==> config.mk <==
export PLATFORM = sky130hd
export DESIGN_NAME = disp_spi_tx
export DESIGN_NICKNAME = d
export VERILOG_FILES = /design/src/rtl/disp_spi_pkg.sv /design/src/rtl/disp_spi_clkdiv.sv /design/src/rtl/disp_spi_ctrl.sv /design/src/rtl/disp_spi_tx.sv
export SDC_FILE = /design/constraint.sdc
export NUM_CORES = 1
export LEC_CHECK = 0
export ABC_AREA = 0
export BUFFER_PORTS_ARGS = -buffer_cell sky130_fd_sc_hd__buf_4
export CAP_MARGIN = 15
export CORE_MARGIN = 1.5
export CORE_UTILIZATION = 35
export CTS_CLUSTER_SIZE = 40
export DETAILED_ROUTE_END_ITERATION = 10
export HOLD_SLACK_MARGIN = 0.05
export SLEW_MARGIN = 0
export SYNTH_ARGS = -nofsm -noshare
export SYNTH_HDL_FRONTEND = slang
export SYNTH_HIERARCHICAL = 1
export SYNTH_SLANG_ARGS = --single-unit
export TNS_END_PERCENT = 100
==> constraint.sdc <==
create_clock -name clk -period 2.51 [get_ports clk]
set_input_delay 0.251 -clock clk [delete_from_list [all_inputs] [get_ports clk]]
set_output_delay 0.251 -clock clk [all_outputs]
set_load 0.1 [all_outputs]
==> src/rtl/disp_spi_pkg.sv <==
// Package: shared types for the display serial transmitter.
// Assumes nothing beyond IEEE 1800-2017 enum support.
package disp_spi_pkg;

    // Sequencer states: idle, sclk low half, sclk high half,
    // waiting for next byte with select held, closing half period.
    typedef enum logic [2:0] {
        ST_IDLE,
        ST_LOW,
        ST_HIGH,
        ST_WAIT,
        ST_GAP
    } seq_state_t;

    // What the current run of clocks is doing on the data line.
    typedef enum logic [1:0] {
        PH_WRITE,
        PH_DUMMY,
        PH_READ
    } phase_t;

endpackage

==> src/rtl/disp_spi_clkdiv.sv <==
// Module: half-period tick generator for the serial clock.
// Emits one tick every div+1 cycles while run is high and restarts
// from zero whenever run drops. Assumes div is static during a transfer.
module disp_spi_clkdiv #(
    parameter int DIV_W = 8
) (
    input  logic             clk,
    input  logic             rst_n,
    input  logic             run,
    input  logic [DIV_W-1:0] div,
    output logic             tick
);

    logic [DIV_W-1:0] cnt;

    // Count cycles within a half period; clear when idle.
    always_ff @(posedge clk) begin
        if (!rst_n || !run) begin
            cnt <= '0;
        end else if (cnt == div) begin
            cnt <= '0;
        end else begin
            cnt <= cnt + 1'b1;
        end
    end

    assign tick = run && (cnt == div);

    AST_DIV_RANGE: assert property (@(posedge clk) disable iff (!rst_n)
        run |-> (cnt <= div));

endmodule

==> src/rtl/disp_spi_ctrl.sv <==
// Module: frame sequencer for the display serial transmitter.
// Builds 8-bit or 9-bit frames, drives cs_n/sclk/dc/sda in SPI mode 0,
// and runs the dummy and capture phases of a register read.
// Assumes configuration inputs are stable while cs_n is low.
module disp_spi_ctrl
    import disp_spi_pkg::*;
#(
    parameter int BYTE_W  = 8,
    parameter int DUMMY_W = 4
) (
    input  logic               clk,
    input  logic               rst_n,
    input  logic               tick,
    output logic               run,
    input  logic               cfg_three_wire,
    input  logic [DUMMY_W-1:0] cfg_dummy,
    input  logic               in_valid,
    output logic               in_ready,
    input  logic [BYTE_W-1:0]  in_data,
    input  logic               in_is_data,
    input  logic               in_last,
    input  logic               in_read,
    output logic               rd_valid,
    output logic [BYTE_W-1:0]  rd_data,
    output logic               cs_n,
    output logic               sclk,
    output logic               dc,
    output logic               sda_o,
    output logic               sda_oe,
    input  logic               sda_i
);

    localparam int CNT_W = $clog2(BYTE_W + (1 << DUMMY_W) + 2);

    seq_state_t        state;
    phase_t            phase;
    logic [BYTE_W:0]   shreg;
    logic [CNT_W-1:0]  bits_left;
    logic              last_q;
    logic              rd_q;
    logic [BYTE_W-1:0] rd_sh;

    assign in_ready = (state == ST_IDLE) || (state == ST_WAIT);
    assign run      = (state == ST_LOW) || (state == ST_HIGH) || (state == ST_GAP);
    assign sda_o    = shreg[BYTE_W];
    assign rd_data  = rd_sh;

    // Main sequencer: accept bytes, toggle sclk on ticks, walk phases.
    always_ff @(posedge clk) begin
        if (!rst_n) begin
            state     <= ST_IDLE;
            phase     <= PH_WRITE;
            shreg     <= '0;
            bits_left <= '0;
            last_q    <= 1'b0;
            rd_q      <= 1'b0;
            rd_sh     <= '0;
            rd_valid  <= 1'b0;
            cs_n      <= 1'b1;
            sclk      <= 1'b0;
            dc        <= 1'b0;
            sda_oe    <= 1'b0;
        end else begin
            rd_valid <= 1'b0;
            case (state)
                ST_IDLE, ST_WAIT: begin
                    if (in_valid) begin
                        shreg     <= cfg_three_wire ? {in_is_data, in_data}
                                                    : {in_data, 1'b0};
                        bits_left <= cfg_three_wire ? CNT_W'(BYTE_W + 1)
                                                    : CNT_W'(BYTE_W);
                        dc        <= cfg_three_wire ? 1'b0 : in_is_data;
                        last_q    <= in_last || in_read;
                        rd_q      <= in_read;
                        phase     <= PH_WRITE;
                        cs_n      <= 1'b0;
                        sda_oe    <= 1'b1;
                        state     <= ST_LOW;
                    end
                end
                ST_LOW: begin
                    if (tick) begin
                        sclk  <= 1'b1;
                        state <= ST_HIGH;
                        if (phase == PH_READ) begin
                            rd_sh <= {rd_sh[BYTE_W-2:0], sda_i};
                        end
                    end
                end
                ST_HIGH: begin
                    if (tick) begin
                        sclk <= 1'b0;
                        if (bits_left == CNT_W'(1)) begin
                            case (phase)
                                PH_WRITE: begin
                                    if (rd_q) begin
                                        phase     <= PH_DUMMY;
                                        bits_left <= (cfg_dummy == '0) ? CNT_W'(1)
                                                                       : CNT_W'(cfg_dummy);
                                        sda_oe    <= 1'b0;
                                        state     <= ST_LOW;
                                    end else if (last_q) begin
                                        state <= ST_GAP;
                                    end else begin
                                        state <= ST_WAIT;
                                    end
                                end
                                PH_DUMMY: begin
                                    phase     <= PH_READ;
                                    bits_left <= CNT_W'(BYTE_W);
                                    state     <= ST_LOW;
                                end
                                default: begin
                                    rd_valid <= 1'b1;
                                    state    <= ST_GAP;
                                end
                            endcase
                        end else begin
                            bits_left <= bits_left - 1'b1;
                            shreg     <= {shreg[BYTE_W-1:0], 1'b0};
                            state     <= ST_LOW;
                        end
                    end
                end
                ST_GAP: begin
                    if (tick) begin
                        cs_n   <= 1'b1;
                        sda_oe <= 1'b0;
                        state  <= ST_IDLE;
                    end
                end
                default: state <= ST_IDLE;
            endcase
        end
    end

    AST_SCLK_IDLE_LOW: assert property (@(posedge clk) disable iff (!rst_n)
        cs_n |-> !sclk);
    AST_DATA_HOLD: assert property (@(posedge clk) disable iff (!rst_n)
        (sclk && sda_oe) |-> $stable(sda_o));
    AST_DC_HOLD: assert property (@(posedge clk) disable iff (!rst_n)
        sclk |-> $stable(dc));
    AST_READY_LOW: assert property (@(posedge clk) disable iff (!rst_n)
        in_ready |-> !sclk);
    AST_OE_IN_CS: assert property (@(posedge clk) disable iff (!rst_n)
        sda_oe |-> !cs_n);
    AST_RD_IN_CS: assert property (@(posedge clk) disable iff (!rst_n)
        rd_valid |-> !cs_n);

endmodule

==> src/rtl/disp_spi_tx.sv <==
// Module: top of the display serial transmitter.
// Joins the half-period tick generator with the frame sequencer.
// Assumes a single clock domain and a synchronous active-low reset.
module disp_spi_tx #(
    parameter int BYTE_W  = 8,
    parameter int DIV_W   = 8,
    parameter int DUMMY_W = 4
) (
    input  logic               clk,
    input  logic               rst_n,
    input  logic               cfg_three_wire,
    input  logic [DIV_W-1:0]   cfg_div,
    input  logic [DUMMY_W-1:0] cfg_dummy,
    input  logic               in_valid,
    output logic               in_ready,
    input  logic [BYTE_W-1:0]  in_data,
    input  logic               in_is_data,
    input  logic               in_last,
    input  logic               in_read,
    output logic               rd_valid,
    output logic [BYTE_W-1:0]  rd_data,
    output logic               cs_n,
    output logic               sclk,
    output logic               dc,
    output logic               sda_o,
    output logic               sda_oe,
    input  logic               sda_i
);

    logic tick;
    logic run;

    disp_spi_clkdiv #(.DIV_W(DIV_W)) u_div (
        .clk   (clk),
        .rst_n (rst_n),
        .run   (run),
        .div   (cfg_div),
        .tick  (tick)
    );

    disp_spi_ctrl #(.BYTE_W(BYTE_W), .DUMMY_W(DUMMY_W)) u_ctrl (
        .clk            (clk),
        .rst_n          (rst_n),
        .tick           (tick),
        .run            (run),
        .cfg_three_wire (cfg_three_wire),
        .cfg_dummy      (cfg_dummy),
        .in_valid       (in_valid),
        .in_ready       (in_ready),
        .in_data        (in_data),
        .in_is_data     (in_is_data),
        .in_last        (in_last),
        .in_read        (in_read),
        .rd_valid       (rd_valid),
        .rd_data        (rd_data),
        .cs_n           (cs_n),
        .sclk           (sclk),
        .dc             (dc),
        .sda_o          (sda_o),
        .sda_oe         (sda_oe),
        .sda_i          (sda_i)
    );

endmodule

==> results.cfg, run 1 <==
[sta]
hold_viol = 0
setup_violations = 0
period_share_pct = 89.6
period_needed_ns = 2.25
whs_ns = 0.178
drv_slew = 0
fmax_mhz = 445
worst_pin_slew_ns = 0.616
worst_slew_margin_rel_pct = 58.8
rsz0062_at_grt = no
fin_skew_ns = 0.00477

[cts]
cts_setup_buffers = 0
cts.sink_count = 42
ctsHtreeMaxLevel = 2
cts_tree = built
cts_made_buffers = 5
cts_root_buf = clkbuf_8
ctsHoldBuffers = 0
post_cts_resized = 0
clk_pin_slew_ns = 0.08
clock_latency_ns = 0.30
clock_path_buffers = 2

[synth]
synthesis.nets = 289
synth_top_area_cell = dfxtp_1
ys_seq_area_share_pct = 37.7
syn_inst = 258
synth_area_mm2 = 0.00223
synth.area.top_cells = dfxtp_1 (38%), mux2i_1 (7.6%), nand2_1 (5.2%), a21oi_1 (4.7%), nor2_1 (4.0%)
ys_seq_elements = 42
ys.flop_type = dfxtp_1
yosysWarnings = 6
synth_top_area_share_pct = 37.7
synthDistinctLibCells = 53
async_flop_share_pct = 0
synth_edf_count = 0
postSynthAreaPerCell_um2 = 8.64

[place]
hpwl_mm = 3.60
place_area_mm2 = 0.00268
place_inst = 371
numPortBuffers = 42
gp_congestion = 0.837

[critical_path]
crit_path_end_kind = flop
cp.arrival_ns = 2.47
worst_r2r_path_depth = 9
cp.required_ns = 2.73
start_kind = flop
ff2ff_setup_slack_ns = 0.26
reg2reg_from = u_ctrl/state[0]$_SDFFE_PN0P_
path_max_fanout = 11
path_class = reg -> reg
timing.rr.end = u_ctrl/bits_left[1]$_SDFFE_PN0P_

[hold_path]
hold_depth = 3
min_from = sda_i
hold_class = in -> reg
min_delay_worst_endpoint = u_ctrl/rd_data[0]$_SDFFE_PN0P_

[die]
die_y_um = 82.8
num_io_pins = 43
die-area_mm2 = 0.00685
fp-row-count = 28
dieWidth_um = 82.8
start_util_pct = 37.0
core_area_mm2 = 0.00603

[power_and_ir_drop]
switching_share_pct = 32.3
p_seq_share_pct = 47.8
power_w = 0.00153
power_frac_clock_pct = 28.9
power.density_mw_per_mm2 = 551
power.internal_w = 0.00104
ir_drop_mv = 0.250
p_comb_share_pct = 23.3
p_leak_nw = 1.16
p_sw_w = 0.000494

[route]
dr.pass1.iters = 4
viasPerCell = 5.30
wl_mm = 4.98
ant_nets = 0
drt_iter0_drc = 106
drc = 0
via_count = 2010
routedWlPerCell_um = 13.1

[global_route]
grt.overflow.total = 0
grt_use_total_pct = 15.1
grt_pass1_vias = 1730
antenna_found_initial = 0
grt_pass1_wl_mm = 8.02
grt_max_degree = 27

[layout]
finish.net_count = 334
final_cell_mix = buf_4 (51), dfxtp_1 (41), nand2_1 (31)
num_antenna_cells = 0
final_common_cell = buf_4
fin_area_mm2 = 0.00277
drive_gt1_share_pct = 24.3
final_util_pct = 46.0
finalNonFillerCells = 379
final.fill_count = 607
area_delta_synth_final_pct = 24.4

[flow_run]
cap_violations = 0

[outcome]
status = complete, no violations
synth_stat cells, drive strengths merged (4+ instances only):
| cell type | count |
|---|---|
| dfxtp | 42 |
| buf | 7 |
| a31oi | 4 |
| xor2 | 10 |
| o21ai | 5 |
| or3 | 6 |
| nand3 | 6 |
| nand2 | 31 |
| nor3 | 9 |
| nor2 | 24 |
| mux2i | 17 |
| a211oi | 5 |
| inv | 6 |
| nor2b | 5 |
| a21oi | 21 |
| o211ai | 10 |
| clkbuf | 6 |
area by class of cell:
| cell class | count | area [um^2] | share of cell area [%] |
|---|---|---|---|
| Multi-Input combinational cell | 197 | 1340 | 48.4 |
| Sequential cell | 42 | 842 | 30.4 |
| Timing Repair Buffer | 51 | 383 | 13.8 |
| Tap cell | 75 | 93.8 | 3.38 |
| Clock buffer | 5 | 68.8 | 2.48 |
| Inverter | 6 | 22.5 | 0.812 |
| Clock inverter | 3 | 21.3 | 0.767 |
worst max-delay path by stage:
stage	slack, ns	end	startpoint
2_1_floorplan	-0.07	u_ctrl/shreg[8]$_SDFFE_PN0P_	u_ctrl/state[1]$_SDFFE_PN0P_
3_3_place_gp	0.32	u_ctrl/bits_left[1]$_SDFFE_PN0P_	u_div/cnt[2]$_SDFF_PP0_
4_1_cts	0.26	u_ctrl/bits_left[1]$_SDFFE_PN0P_	u_div/cnt[0]$_SDFF_PP0_
3_5_place_dp	0.28	u_ctrl/bits_left[1]$_SDFFE_PN0P_	u_div/cnt[0]$_SDFF_PP0_
5_1_grt	0.13	u_ctrl/bits_left[1]$_SDFFE_PN0P_	u_ctrl/state[0]$_SDFFE_PN0P_
6_report	0.26	u_ctrl/bits_left[1]$_SDFFE_PN0P_	u_ctrl/state[0]$_SDFFE_PN0P_
sequential cells by signal, indices dropped and copies added (netlist names):
| register | cells |
|---|---|
| u_ctrl/phase | 2 |
| u_ctrl/last_q | 1 |
| u_ctrl/shreg | 9 |
| u_ctrl/rd_data | 8 |
| u_ctrl/rd_valid | 1 |
| u_ctrl/sclk | 1 |
| u_ctrl/sda_oe | 1 |
| u_ctrl/rd_q | 1 |
| u_ctrl/dc | 1 |
| u_div/cnt | 8 |
| u_ctrl/state | 3 |
| u_ctrl/cs_n | 1 |
| u_ctrl/bits_left | 5 |
routing by layer:
layer  global-route usage [%]  routed length (um)
met1                     22.0                2470
met2                     22.3                2190
met3                     3.17                 271
met4                     4.50                  46
met5                        0                   0
worst max-delay path: stages (launching register included):
cell and delay [ns]:
dfxtp_2 0.50, nor2b_4 0.25, nor3_4 0.06, a21oi_2 0.13, and3_4 0.20, and4bb_1 0.25
a31oi_4 0.06, a21o_4 0.24, or3_1 0.35, a21oi_1 0.15
logic make-up after synthesis:
kind of cell	after synthesis	synth area share, %
adders and majority gates	3	1.68
AOI/OAI and AO/OA	61	18.8
xor gates and xnor gates	13	5.45
buffers and inverters	19	3.93
and+or+nand+nor	103	24.8
DFF	42	37.7
muxes	17	7.64
stage by stage:
stage / setup slack [ns] / TNS [ns]
after floorplan: -0.0699 / -0.266
after global routing: 0.129 / 0
after global placement: 0.319 / 0
after detailed placement: 0.279 / 0
final: 0.260 / 0
after CTS: 0.256 / 0
power groups by stage:
stage / Combinational, W / Clock (W) / Sequential [W]
after detailed placement: 0.000357 / 0 / 0.000746
final: 0.000356 / 0.000442 / 0.000731
after global placement: 0.000356 / 0 / 0.000746
after CTS: 0.000358 / 0.000462 / 0.000730
after floorplan: 0.000232 / 0 / 0.000778
after global routing: 0.000389 / 0.000485 / 0.000735
No activity file was read; power rests on OpenSTA's default activity.
==> run 2: changes to the inputs <==
Settings changed: SETUP_SLACK_MARGIN from default to 0.4.
==> results.cfg, run 2 (synthesized netlist as in run 1, its figures left out) <==
[power_and_ir_drop]
power_w = 0.00156
ir_drop_mv = 0.290
switching_share_pct = 32.0
p_comb_share_pct = 25.9
p_sw_w = 0.000500
p_seq_share_pct = 46.4
power.internal_w = 0.00106
p_leak_nw = 1.25
power.density_mw_per_mm2 = 523
power_frac_clock_pct = 27.7

[layout]
final_cell_mix = buf_4 (63), dfxtp_1 (34), nand2_1 (31)
finish.net_count = 349
final_util_pct = 49.6
largest_register = u_ctrl/shreg
seqCellArea_um2 = 863
multi_input_area_mm2 = 0.00142
drive_gt1_share_pct = 32.3
largest_register_ffs = 9
num_antenna_cells = 0
final_common_cell = buf_4
final.fill_count = 584
finalNonFillerCells = 394
area_delta_synth_final_pct = 34.1

[place]
numPortBuffers = 42
gp_congestion = 0.825
place_inst = 372
hpwl_mm = 3.76

[global_route]
antenna_found_initial = 0
grt_pass1_wl_mm = 8.58
grt_pass1_vias = 1840
grt_use_total_pct = 16.3
grt_max_degree = 20
grt.overflow.total = 0

[critical_path]
ff2ff_setup_slack_ns = 0.35
path_class = reg -> reg
timing.rr.end = u_ctrl/bits_left[1]$_SDFFE_PN0P_
cp.required_ns = 2.74
cp.arrival_ns = 2.39
start_kind = flop
reg2reg_from = u_div/cnt[4]$_SDFF_PP0_
worst_r2r_path_depth = 8
path_max_fanout = 6
cp-startpoint = u_div/cnt[4]$_SDFF_PP0_
crit_path_end_kind = flop

[route]
via_count = 2084
drc = 0
ant_nets = 0
dr.pass1.iters = 4
routedWlPerCell_um = 13.6
wl_mm = 5.37
drt_iter0_drc = 107
viasPerCell = 5.29

[die]
die-area_mm2 = 0.00685
start_util_pct = 37.0
dieWidth_um = 82.8
fp-row-count = 28
core_area_mm2 = 0.00603
die_y_um = 82.8
num_io_pins = 43

[sta]
worst_pin_slew_ns = 0.627
hold_viol = 0
fmax_mhz = 463
period_share_pct = 86.0
setup_tns_ns = 0
whs_ns = 0.188
worst_slew_margin_rel_pct = 58.1
drv_slew = 0
setup_violations = 0
period_needed_ns = 2.16
rsz0062_at_grt = yes
fin_skew_ns = 0.0147

[hold_path]
min_delay_worst_endpoint = u_ctrl/rd_data[0]$_SDFFE_PN0P_
min_from = sda_i
hold_class = in -> reg
hold_depth = 3

[cts]
cts_tree = built
cts.sink_count = 42
clock_path_buffers = 2
cts_root_buf = clkbuf_8
cts_made_buffers = 5
clock_latency_ns = 0.30
ctsHtreeMaxLevel = 2
clk_pin_slew_ns = 0.08

[flow_run]
cap_violations = 0

[outcome]
status = complete, no violations
[run 2: layer usage]
metal | GRT usage, % | vias up | wire length [um] | share of wire [%]
met5 | 0 | - | 0 | 0
met4 | 6.50 | 0 | 63 | 1.2
met3 | 3.17 | 7 | 306 | 5.7
met2 | 25.5 | 52 | 2490 | 46
met1 | 21.9 | 972 | 2510 | 47
li1 | - | 1053 | - | -
[run 2: how the worst max path moves through the flow]
| stage | endpoint | cells past startpoint |
|---|---|---|
| 6_report | u_ctrl/bits_left[1]$_SDFFE_PN0P_ | 8 |
| 5_1_grt | u_ctrl/bits_left[3]$_SDFFE_PN0P_ | 9 |
| 4_1_cts | u_ctrl/bits_left[1]$_SDFFE_PN0P_ | 8 |
| 3_5_place_dp | u_ctrl/bits_left[1]$_SDFFE_PN0P_ | 9 |
| 3_3_place_gp | u_ctrl/bits_left[1]$_SDFFE_PN0P_ | 8 |
| 2_1_floorplan | u_ctrl/shreg[8]$_SDFFE_PN0P_ | 11 |
[run 2: repair_timing]
item                       CTS  global route
setup endpoints to repair   12            23
gates resized for setup     13            12
pin swaps                    6            18
hold buffers                 0             0
buffers inserted            10             4
[run 2: area by class of cell]
cell class / instances / share of cell area (%)
clock buffer: 6 / 2.43
clock inverter: 2 / 0.460
inverter: 6 / 0.753
multi-input combinational: 197 / 47.4
sequential: 42 / 28.9
tap: 75 / 3.14
timing repair buffer: 66 / 17.0
[run 2: power by group through the flow]
stage                     Combinational [W]  Sequential (W)  Clock (W)
final                              0.000404        0.000725   0.000433
after global routing               0.000435        0.000730   0.000477
after CTS                          0.000391        0.000724   0.000449
after detailed placement           0.000361        0.000746          0
after global placement             0.000359        0.000746          0
after floorplan                    0.000233        0.000778          0
[run 2: worst max-delay path, stage by stage, from the launching register on]
cell and delay, ns:
dfxtp_4 0.35, xor2_1 0.18, nor4_4 0.32, and3_4 0.23, and4bb_1 0.24, a31oi_4 0.06, a21o_4 0.23, or3_4 0.36
a21oi_2 0.11
[run 2: through the flow]
stage	cell area, um^2	worst slack (ns)
floorplan	2300	-0.0696
global placement	2700	0.337
detailed placement	2700	0.341
CTS	2900	0.338
global route	2990	0.270
finish	2990	0.352
==> run 3: changes to the inputs <==
Settings changed: BUFFER_PORTS_ARGS -buffer_cell sky130_fd_sc_hd__buf_4 to default, DONT_BUFFER_PORTS from default to 1.
==> results.cfg, run 3 (synthesized netlist as in run 1, its figures left out) <==
[die]
num_io_pins = 43
core_area_mm2 = 0.00603
die_y_um = 82.8
fp-row-count = 28
dieWidth_um = 82.8
die-area_mm2 = 0.00685
start_util_pct = 37.0

[place]
numPortBuffers = 0
gp_congestion = 0.874
hpwl_mm = 3.58
place_ws_ns = 0.218
place_area_mm2 = 0.00247

[hold_path]
min_from = rst_n
hold_class = in -> reg

[critical_path]
cp.arrival_ns = 2.38
path_max_fanout = 6
start_kind = flop
cp-startpoint = u_div/cnt[1]$_SDFF_PP0_
crit_path_end_kind = flop
reg2reg_from = u_div/cnt[1]$_SDFF_PP0_
path_class = reg -> reg
cp.required_ns = 2.73

[layout]
largest_register_ffs = 9
fin_area_mm2 = 0.00270
final_common_cell = dfxtp_1
area_delta_synth_final_pct = 21.3
final_cell_mix = dfxtp_1 (36), buf_4 (33), nand2_1 (31)
finish.net_count = 317
drive_gt1_share_pct = 22.6
largest_register = u_ctrl/shreg
num_antenna_cells = 0

[power_and_ir_drop]
power_w = 0.00154
p_leak_nw = 1.10
ir_drop_mv = 0.339
power.density_mw_per_mm2 = 568

[global_route]
grt_use_met1_pct = 20.3
grt_util_met2_pct = 25.0
grt_util_met3_pct = 5.57
grt_pass1_vias = 1788
grt_use_total_pct = 15.8
grt_pass1_wl_mm = 8.25
busiest_layer = met2
grt.overflow.total = 0
grt_max_degree = 21
antenna_found_initial = 0

[sta]
fmax_mhz = 463
drv_slew = 0
worst_pin_slew_ns = 0.965
fin_skew_ns = 0.00998
setup_tns_ns = 0
period_needed_ns = 2.16
period_share_pct = 86.1
hold_viol = 0
worst_slew_margin_rel_pct = 35.6
rsz0062_at_grt = yes
layout_setup_ws_ns = 0.348
setup_violations = 0

[cts]
cts_root_buf = clkbuf_8
cts.sink_count = 42
ctsHtreeMaxLevel = 2
cts_made_buffers = 5
cts_tree = built
clock_path_buffers = 2
clk_pin_slew_ns = 0.09
clock_latency_ns = 0.30

[route]
drt_iter0_drc = 112
dr.pass1.iters = 4
via_count = 1952
routedWlPerCell_um = 14.3
drc = 0
viasPerCell = 5.39
ant_nets = 0
wl_mm = 5.16

[outcome]
status = complete, no violations

[flow_run]
cap_violations = 0
## run 3: cell types whose count changed in the layout (fill, tap and decap cells not counted), moves of 2 or more
cell,delta
dfxtp_2,-2
buf_6,-2
xor2_1,+2
dfxtp_1,+2
buf_4,-30
## run 3: cell type report
type                       instances  area [um^2]
clock buffer                       7         86.3
multi-input combinational        197         1370
clock inverter                     1         8.76
tap                               75         93.8
sequential                        42          861
timing repair buffer              34          259
fill                             594         3320
inverter                           6         22.5
## run 3: what timing repair did
action,CTS,global route
endpoints found under the hold margin,1,1
buffers inserted,6,7
endpoints found under the setup margin,15,24
gates resized for setup,8,7
pin swaps,2,12
## run 3: power by group
part | switching, W | internal, W | total [W]
combinational | 0.000206 | 0.000130 | 0.000336
sequential | 0.0000324 | 0.000696 | 0.000728
clock | 0.000243 | 0.000228 | 0.000471
## run 3: worst paths after layout
check / slack, ns / endpoint / cells past startpoint
max: 0.35 / u_ctrl/bits_left[1]$_SDFFE_PN0P_ / 8
max reg2reg: 0.35 / u_ctrl/bits_left[1]$_SDFFE_PN0P_ / 8
min: 0.05 / u_ctrl/cs_n$_SDFFE_PN1P_ / 1
min reg2reg: 0.47 / u_ctrl/shreg[1]$_SDFFE_PN0P_ / 2
## run 3: critical path: stages (launching register included)
cell and delay (ns):
dfxtp_4 0.36, xor2_1 0.18, nor4_4 0.32, and3_4 0.25
and4bb_1 0.25, a31oi_4 0.06, a21o_4 0.22, or3_1 0.32
a21oi_2 0.12
## run 3: routing by layer
metal	share of wire [%]	routed length, um
met1	47	2410
met2	46	2380
met3	6.0	310
met4	1.2	61
met5	0	0
## run 3: per-stage QoR
stage | util [%] | cells | hold slack [ns]
after floorplan | - | 258 | 0.329
after global placement | 41.0 | 341 | 0.350
after detailed placement | 41.0 | 341 | 0.353
after CTS | 43.7 | 355 | 0.0417
after global routing | 44.9 | 362 | 0.0431
final | 44.9 | 362 | 0.0494
